$ cat src/rtl/div_pkg.sv
`timescale 1ns/1ps
package div_pkg;
  typedef enum logic {
    DIV_RESTORE    = 1'b0,
    DIV_NONRESTORE = 1'b1
  } div_mode_e;

  typedef enum logic [1:0] {
    ST_IDLE = 2'd0,
    ST_RUN  = 2'd1,
    ST_FIX  = 2'd2
  } div_state_e;
endpackage

$ cat src/rtl/div_addsub.sv
`timescale 1ns/1ps
// Two's complement add or subtract of equal-width operands.
module div_addsub #(
  parameter int N = 9
) (
  input  logic [N-1:0] opa,
  input  logic [N-1:0] opb,
  input  logic         sub,
  output logic [N-1:0] res
);
  function automatic logic [N-1:0] add_or_sub(input logic [N-1:0] x,
                                               input logic [N-1:0] y,
                                               input logic         s);
    logic [N-1:0] yy;
    yy = s ? ~y : y;
    return x + yy + {{(N-1){1'b0}}, s};
  endfunction

  assign res = add_or_sub(opa, opb, sub);
endmodule

$ cat src/rtl/div_step.sv
`timescale 1ns/1ps
// One iteration: shift A:Q left, then add or subtract M.
module div_step
  import div_pkg::*;
#(
  parameter int WIDTH = 8
) (
  input  div_mode_e        mode,
  input  logic [WIDTH:0]   a_in,
  input  logic [WIDTH-1:0] q_in,
  input  logic [WIDTH-1:0] m_in,
  output logic [WIDTH:0]   a_out,
  output logic [WIDTH-1:0] q_out,
  output logic             trial_neg
);
  localparam int AW = WIDTH + 1;

  logic [AW-1:0] shifted;
  logic [AW-1:0] m_ext;
  logic [AW-1:0] sum;
  logic          do_sub;
  logic          q_bit;

  assign shifted = {a_in[WIDTH-1:0], q_in[WIDTH-1]};
  assign m_ext   = {1'b0, m_in};
  // Restoring always subtracts; non-restoring subtracts only from a non-negative A.
  assign do_sub  = (mode == DIV_RESTORE) ? 1'b1 : ~a_in[WIDTH];

  div_addsub #(.N(AW)) u_addsub (
    .opa(shifted),
    .opb(m_ext),
    .sub(do_sub),
    .res(sum)
  );

  assign trial_neg = sum[WIDTH];
  assign q_bit     = ~trial_neg;

  always_comb begin
    if (mode == DIV_RESTORE && trial_neg) a_out = shifted;
    else                                  a_out = sum;
  end

  assign q_out = {q_in[WIDTH-2:0], q_bit};
endmodule

$ cat src/rtl/div_ctrl.sv
`timescale 1ns/1ps
module div_ctrl
  import div_pkg::*;
#(
  parameter int WIDTH = 8
) (
  input  logic clk,
  input  logic rst_n,
  input  logic start,
  input  logic divisor_zero,
  output logic load,
  output logic zload,
  output logic step_en,
  output logic fix_en,
  output logic busy,
  output logic done
);
  localparam int CNT_W = $clog2(WIDTH + 1);
  localparam logic [CNT_W-1:0] LAST_STEP = CNT_W'(WIDTH - 1);

  div_state_e       state;
  logic [CNT_W-1:0] step_cnt;
  logic             accept;
  logic             last_step;

  assign accept    = start && (state == ST_IDLE);
  assign load      = accept && !divisor_zero;
  assign zload     = accept && divisor_zero;
  assign step_en   = (state == ST_RUN);
  assign fix_en    = (state == ST_FIX);
  assign busy      = (state != ST_IDLE);
  assign last_step = step_en && (step_cnt == LAST_STEP);

  always_ff @(posedge clk or negedge rst_n) begin
    if (!rst_n) begin
      state    <= ST_IDLE;
      step_cnt <= '0;
      done     <= 1'b0;
    end else begin
      done <= 1'b0;
      unique case (state)
        ST_IDLE: begin
          step_cnt <= '0;
          if (load)  state <= ST_RUN;
          if (zload) done  <= 1'b1;
        end
        ST_RUN: begin
          step_cnt <= step_cnt + 1'b1;
          if (last_step) state <= ST_FIX;
        end
        ST_FIX: begin
          state <= ST_IDLE;
          done  <= 1'b1;
        end
        default: state <= ST_IDLE;
      endcase
    end
  end

  a_r4_done_single: assert property (@(posedge clk) disable iff (!rst_n)
    done |=> !done);
  a_r4_fix_follows_last: assert property (@(posedge clk) disable iff (!rst_n)
    last_step |=> fix_en);
  a_r5_busy_after_load: assert property (@(posedge clk) disable iff (!rst_n)
    load |=> busy);
  a_r5_done_not_busy: assert property (@(posedge clk) disable iff (!rst_n)
    done |-> !busy);
  a_r6_zero_no_busy: assert property (@(posedge clk) disable iff (!rst_n)
    zload |=> (done && !busy));
endmodule

$ cat src/rtl/div_datapath.sv
`timescale 1ns/1ps
module div_datapath
  import div_pkg::*;
#(
  parameter int WIDTH = 8
) (
  input  logic             clk,
  input  logic             rst_n,
  input  logic             load,
  input  logic             zload,
  input  logic             step_en,
  input  logic             fix_en,
  input  logic             mode_in,
  input  logic [WIDTH-1:0] dividend,
  input  logic [WIDTH-1:0] divisor,
  output logic [WIDTH-1:0] quotient,
  output logic [WIDTH-1:0] remainder,
  output logic             div_by_zero
);
  localparam int AW = WIDTH + 1;

  logic [AW-1:0]    a_reg;
  logic [WIDTH-1:0] q_reg;
  logic [WIDTH-1:0] m_reg;
  div_mode_e        mode_r;
  logic             dbz_r;

  logic [AW-1:0]    a_step;
  logic [WIDTH-1:0] q_step;
  logic             trial_neg;
  logic [AW-1:0]    a_fix;
  logic             need_fix;

  div_step #(.WIDTH(WIDTH)) u_step (
    .mode     (mode_r),
    .a_in     (a_reg),
    .q_in     (q_reg),
    .m_in     (m_reg),
    .a_out    (a_step),
    .q_out    (q_step),
    .trial_neg(trial_neg)
  );

  div_addsub #(.N(AW)) u_fix (
    .opa(a_reg),
    .opb({1'b0, m_reg}),
    .sub(1'b0),
    .res(a_fix)
  );

  assign need_fix = fix_en && (mode_r == DIV_NONRESTORE) && a_reg[WIDTH];

  always_ff @(posedge clk or negedge rst_n) begin
    if (!rst_n) begin
      a_reg  <= '0;
      q_reg  <= '0;
      m_reg  <= '0;
      mode_r <= DIV_RESTORE;
      dbz_r  <= 1'b0;
    end else if (load) begin
      a_reg  <= '0;
      q_reg  <= dividend;
      m_reg  <= divisor;
      mode_r <= div_mode_e'(mode_in);
      dbz_r  <= 1'b0;
    end else if (zload) begin
      a_reg  <= {1'b0, dividend};
      q_reg  <= '1;
      m_reg  <= '0;
      dbz_r  <= 1'b1;
    end else if (step_en) begin
      a_reg  <= a_step;
      q_reg  <= q_step;
    end else if (need_fix) begin
      a_reg  <= a_fix;
    end
  end

  assign quotient    = q_reg;
  assign remainder   = a_reg[WIDTH-1:0];
  assign div_by_zero = dbz_r;

  // the restoring partial remainder never stays negative
  a_r2_partial_nonneg: assert property (@(posedge clk) disable iff (!rst_n)
    (step_en && mode_r == DIV_RESTORE) |=> !a_reg[WIDTH]);
  a_r2_rem_below_divisor: assert property (@(posedge clk) disable iff (!rst_n)
    fix_en |=> (a_reg < {1'b0, m_reg}));
  a_r3_fix_nonneg: assert property (@(posedge clk) disable iff (!rst_n)
    fix_en |=> !a_reg[WIDTH]);
  a_r6_zero_results: assert property (@(posedge clk) disable iff (!rst_n)
    zload |=> (dbz_r && q_reg == '1 && a_reg == {1'b0, $past(dividend)}));
  a_r8_flag_cleared: assert property (@(posedge clk) disable iff (!rst_n)
    load |=> !dbz_r);
endmodule

$ cat src/rtl/seq_divider.sv
`timescale 1ns/1ps
module seq_divider #(
  parameter int WIDTH = 8
) (
  input  logic             clk,
  input  logic             rst_n,
  input  logic             start,
  input  logic             mode,
  input  logic [WIDTH-1:0] dividend,
  input  logic [WIDTH-1:0] divisor,
  output logic             busy,
  output logic             done,
  output logic             div_by_zero,
  output logic [WIDTH-1:0] quotient,
  output logic [WIDTH-1:0] remainder
);
  logic divisor_zero;
  logic load, zload, step_en, fix_en;

  assign divisor_zero = (divisor == '0);

  div_ctrl #(.WIDTH(WIDTH)) u_ctrl (
    .clk         (clk),
    .rst_n       (rst_n),
    .start       (start),
    .divisor_zero(divisor_zero),
    .load        (load),
    .zload       (zload),
    .step_en     (step_en),
    .fix_en      (fix_en),
    .busy        (busy),
    .done        (done)
  );

  div_datapath #(.WIDTH(WIDTH)) u_dp (
    .clk        (clk),
    .rst_n      (rst_n),
    .load       (load),
    .zload      (zload),
    .step_en    (step_en),
    .fix_en     (fix_en),
    .mode_in    (mode),
    .dividend   (dividend),
    .divisor    (divisor),
    .quotient   (quotient),
    .remainder  (remainder),
    .div_by_zero(div_by_zero)
  );

  a_r7_hold_when_idle: assert property (@(posedge clk) disable iff (!rst_n)
    (!busy && !start) |=> ($stable(quotient) && $stable(remainder)));
endmodule

$ cat config.mk
export PLATFORM = sky130hd
export DESIGN_NAME = seq_divider
export DESIGN_NICKNAME = d
export VERILOG_FILES = /design/src/rtl/div_pkg.sv /design/src/rtl/div_addsub.sv /design/src/rtl/div_step.sv /design/src/rtl/div_ctrl.sv /design/src/rtl/div_datapath.sv /design/src/rtl/seq_divider.sv
export SDC_FILE = /design/constraint.sdc
export NUM_CORES = 1
export LEC_CHECK = 0
export BUFFER_PORTS_ARGS = -buffer_cell sky130_fd_sc_hd__buf_4
export CORE_MARGIN = 2
export CORE_UTILIZATION = 30
export DETAILED_ROUTE_END_ITERATION = 8
export PLACE_DENSITY = 0.58
export REMOVE_ABC_BUFFERS = 1
export SETUP_SLACK_MARGIN = 0.1
export SYNTH_ARGS = -nofsm -noshare
export SYNTH_HDL_FRONTEND = slang
export SYNTH_SLANG_ARGS = --single-unit
$ cat constraint.sdc
create_clock -name clk -period 4.5 [get_ports clk]
set_clock_uncertainty 0.05 [all_clocks]
set_input_delay 1.35 -clock clk [delete_from_list [all_inputs] [get_ports clk]]
set_output_delay 1.35 -clock clk [all_outputs]
set_load 0.02 [all_outputs]
==> flow_summary.yaml <==
run_status:
  status: "finished clean"
layout:
  largest_reg_flops: 9
  nFillCells: 941
  drive_above_1_share: 0.174
  fin_area_sq_um: 3070
  fin_nets: 372
  diodes: 0
  syn_to_final_growth_pct: 15.2
critical_path:
  r2r_end: "u_dp.a_reg[5]"
  r2r_slack_ps: 1390
  worst-setup-path-type: "register to register"
  crit_fanout: 11
  r2r_cells: 10
  cp_data_arrival_time_ps: 3250
  worst_setup_path_end_kind: "register"
  r2r-start: "u_dp.mode_r"
  crit_required_ps: 4640
  startpoint: "u_dp.mode_r"
  crit_end: "u_dp.a_reg[5]"
  setup.worst_path.start_class: "register"
floorplan:
  rows: 34
  ios: 39
  fp.dieH_um: 98.2
  core_area_sq_um: 8680
  die_area_sq_um: 9640
  initial_core_util: 0.307
  dieWidth_um: 98.2
sta:
  hold_viol: 0
  period_share: 0.692
  relSlewSlack: 0.412
  setup_tns_ps: 0
  setup_slack_ps: 1390
  finalCriticalPeriod_ps: 3110
  max_freq_mhz: 321
  rsz0062_at_grt: "false"
  setup_viol: 0
  drv_slew: 0
  tightestPinTransition_ps: 878
cts:
  cts_root_buf: "clkbuf_8"
  numCtsBuffers: 5
  clock-sinks: 34
  cts_setup_buffers: 0
  cts_resized: 0
  holdBufCountCts: 0
  clockBufferDepth: 2
  clkLatencyLatePin_ps: 290
  cts_tree: "done"
  htree_levels: 2
  clk_pin_slew_ps: 80
synthesis:
  synth.ff_latch_count: 34
  synthAdderAreaFrac: 0.0950
  synth_cell_types: 56
  synthSimpleGateAreaFrac: 0.201
  synth_compound_area_frac: 0.224
  syn-cell-area_sq_um: 2660
  synthFlopType: "dfrtp_1"
  ys_seq_area_frac: 0.320
  synthMuxAreaShare: 0.0268
  synth_xor_area_frac: 0.0658
  synth_top_family_by_area: "compound AO/OA/AOI/OAI gates"
  synthArstFlopShare: 1.00
  synth_edf_count: 0
  synth.avg_cell_area_sq_um: 8.61
  synth_warnings: 0
  syn_inst: 309
drt:
  drt-wirelength-per-cell_um: 16.0
  detail-route-antenna-nets: 0
  wirelength_mm: 7.09
  vias: 2309
  drc: 0
  drt_first_pass_iters: 5
  drtIter0Drc: 78
  viasPerCell: 5.22
global_route:
  grt_pass1_wl_mm: 11.6
  grt_overflow: 0
  grt_antenna_before_repair: 0
  grt_pass1_vias: 2245
  grtUsageTotal: 0.149
  grt_max_degree: 35
hold_path:
  min_path_type: "register to register"
placed_design:
  dpl_cell_area_sq_um: 2960
  gp_congestion: 0.791
  numPortBuffers: 38
  pre_cts_ws_ps: 1250
  hpwl_mm: 5.46
job:
  maxCapViolations: 0
[per-stage QoR]
stage	instances	utilization	hold WS (ps)
final	442	0.353	450
after global placement	434	0.341	440
after detailed placement	434	0.341	444
after CTS	442	0.353	451
after global routing	442	0.353	494
after floorplan	286	-	421
[critical path, cell delays in order, from the launching register on]
cell      delay (ps)
dfrtp_1          480
nand2_1          390
xnor2_1          350
inv_1            100
fa_1             430
and3b_1          280
o21ai_1          110
a21oi_2          180
and2_4           230
a211oi_2          90
o41ai_2          330
[Yosys cell counts, drive strengths merged, types with 2 or more instances]
cell	instances	area share
nor3	13	0.024
xnor2	7	0.023
a22o	3	0.0099
or2	2	0.0047
a221oi	3	0.0099
nand3	6	0.011
o221ai	3	0.0099
a21oi	17	0.035
and2	4	0.010
o21bai	2	0.0056
fa	2	0.015
xor2	13	0.043
buf	16	0.043
o211ai	4	0.011
nor2	13	0.018
a21o	9	0.025
inv	11	0.016
nand2b	8	0.019
o21ai	13	0.024
o21a	5	0.014
a211oi	2	0.0075
mux2i	6	0.023
clkbuf	7	0.0099
nand2	51	0.072
and3	2	0.0047
dfrtp	34	0.32
ha	17	0.080
o32ai	2	0.0066
nor3b	2	0.0056
or4	4	0.013
a21boi	2	0.0056
nor2b	3	0.0071
a31oi	7	0.016
or3	2	0.0047
[how the worst min path moves through the flow]
stage / cells past startpoint / start / to
2_1_floorplan: 1 / u_ctrl.step_cnt[3] / u_ctrl.state[1]
3_3_place_gp: 1 / u_ctrl.step_cnt[3] / u_ctrl.state[1]
3_5_place_dp: 1 / u_dp.div_by_zero / u_dp.div_by_zero
4_1_cts: 1 / u_ctrl.step_cnt[3] / u_ctrl.state[1]
5_1_grt: 1 / u_dp.div_by_zero / u_dp.div_by_zero
6_report: 1 / u_ctrl.step_cnt[3] / u_ctrl.state[1]
[kinds of logic (layout without fill, tap and decap cells)]
kind of cell | after synthesis | count (layout)
simple gates | 112 | 112
compound gates | 83 | 83
flops | 34 | 34
buf+inv | 34 | 59
xor+xnor | 20 | 20
fa+ha+maj | 19 | 19
mux | 7 | 7
[area by class of cell]
type,count,area (sq um),share of cell area
well taps,108,135,0.0441
repair buffers,40,300,0.0979
inverters,11,41.3,0.0135
flip-flops and latches,34,851,0.277
multi-input cells,241,1630,0.531
clock buffers,8,110,0.0359
[cells in the final DEF, fill, tap and decap left out, types with 3 or more instances in the layout]
cell and n:
a21o_1 9, a21oi_1 15, a221oi_1 3, a22o_1 3, a31oi_1 7, and2_1 3, buf_4 40, clkbuf_8 8
dfrtp_1 34, ha_1 17, inv_1 11, mux2i_1 6, nand2_1 51, nand2b_1 8, nand3_1 6, nor2_1 13
nor2b_1 3, nor3_1 13, o211ai_1 4, o21a_1 5, o21ai_0 9, o21ai_1 4, o221ai_1 3, or4_1 3
xnor2_1 7, xor2_1 13
[metal layers]
layer | GRT usage | vias to the layer above | share of wire
li1 | - | 1144 | -
met1 | 0.207 | 1120 | 0.49
met2 | 0.250 | 39 | 0.47
met3 | 0.0179 | 6 | 0.031
met4 | 0.0316 | 0 | 0.0090
met5 | 0 | - | 0
Power is not shown: default switching activity piles up to over one toggle a cycle in this logic, so the estimate is an artifact.
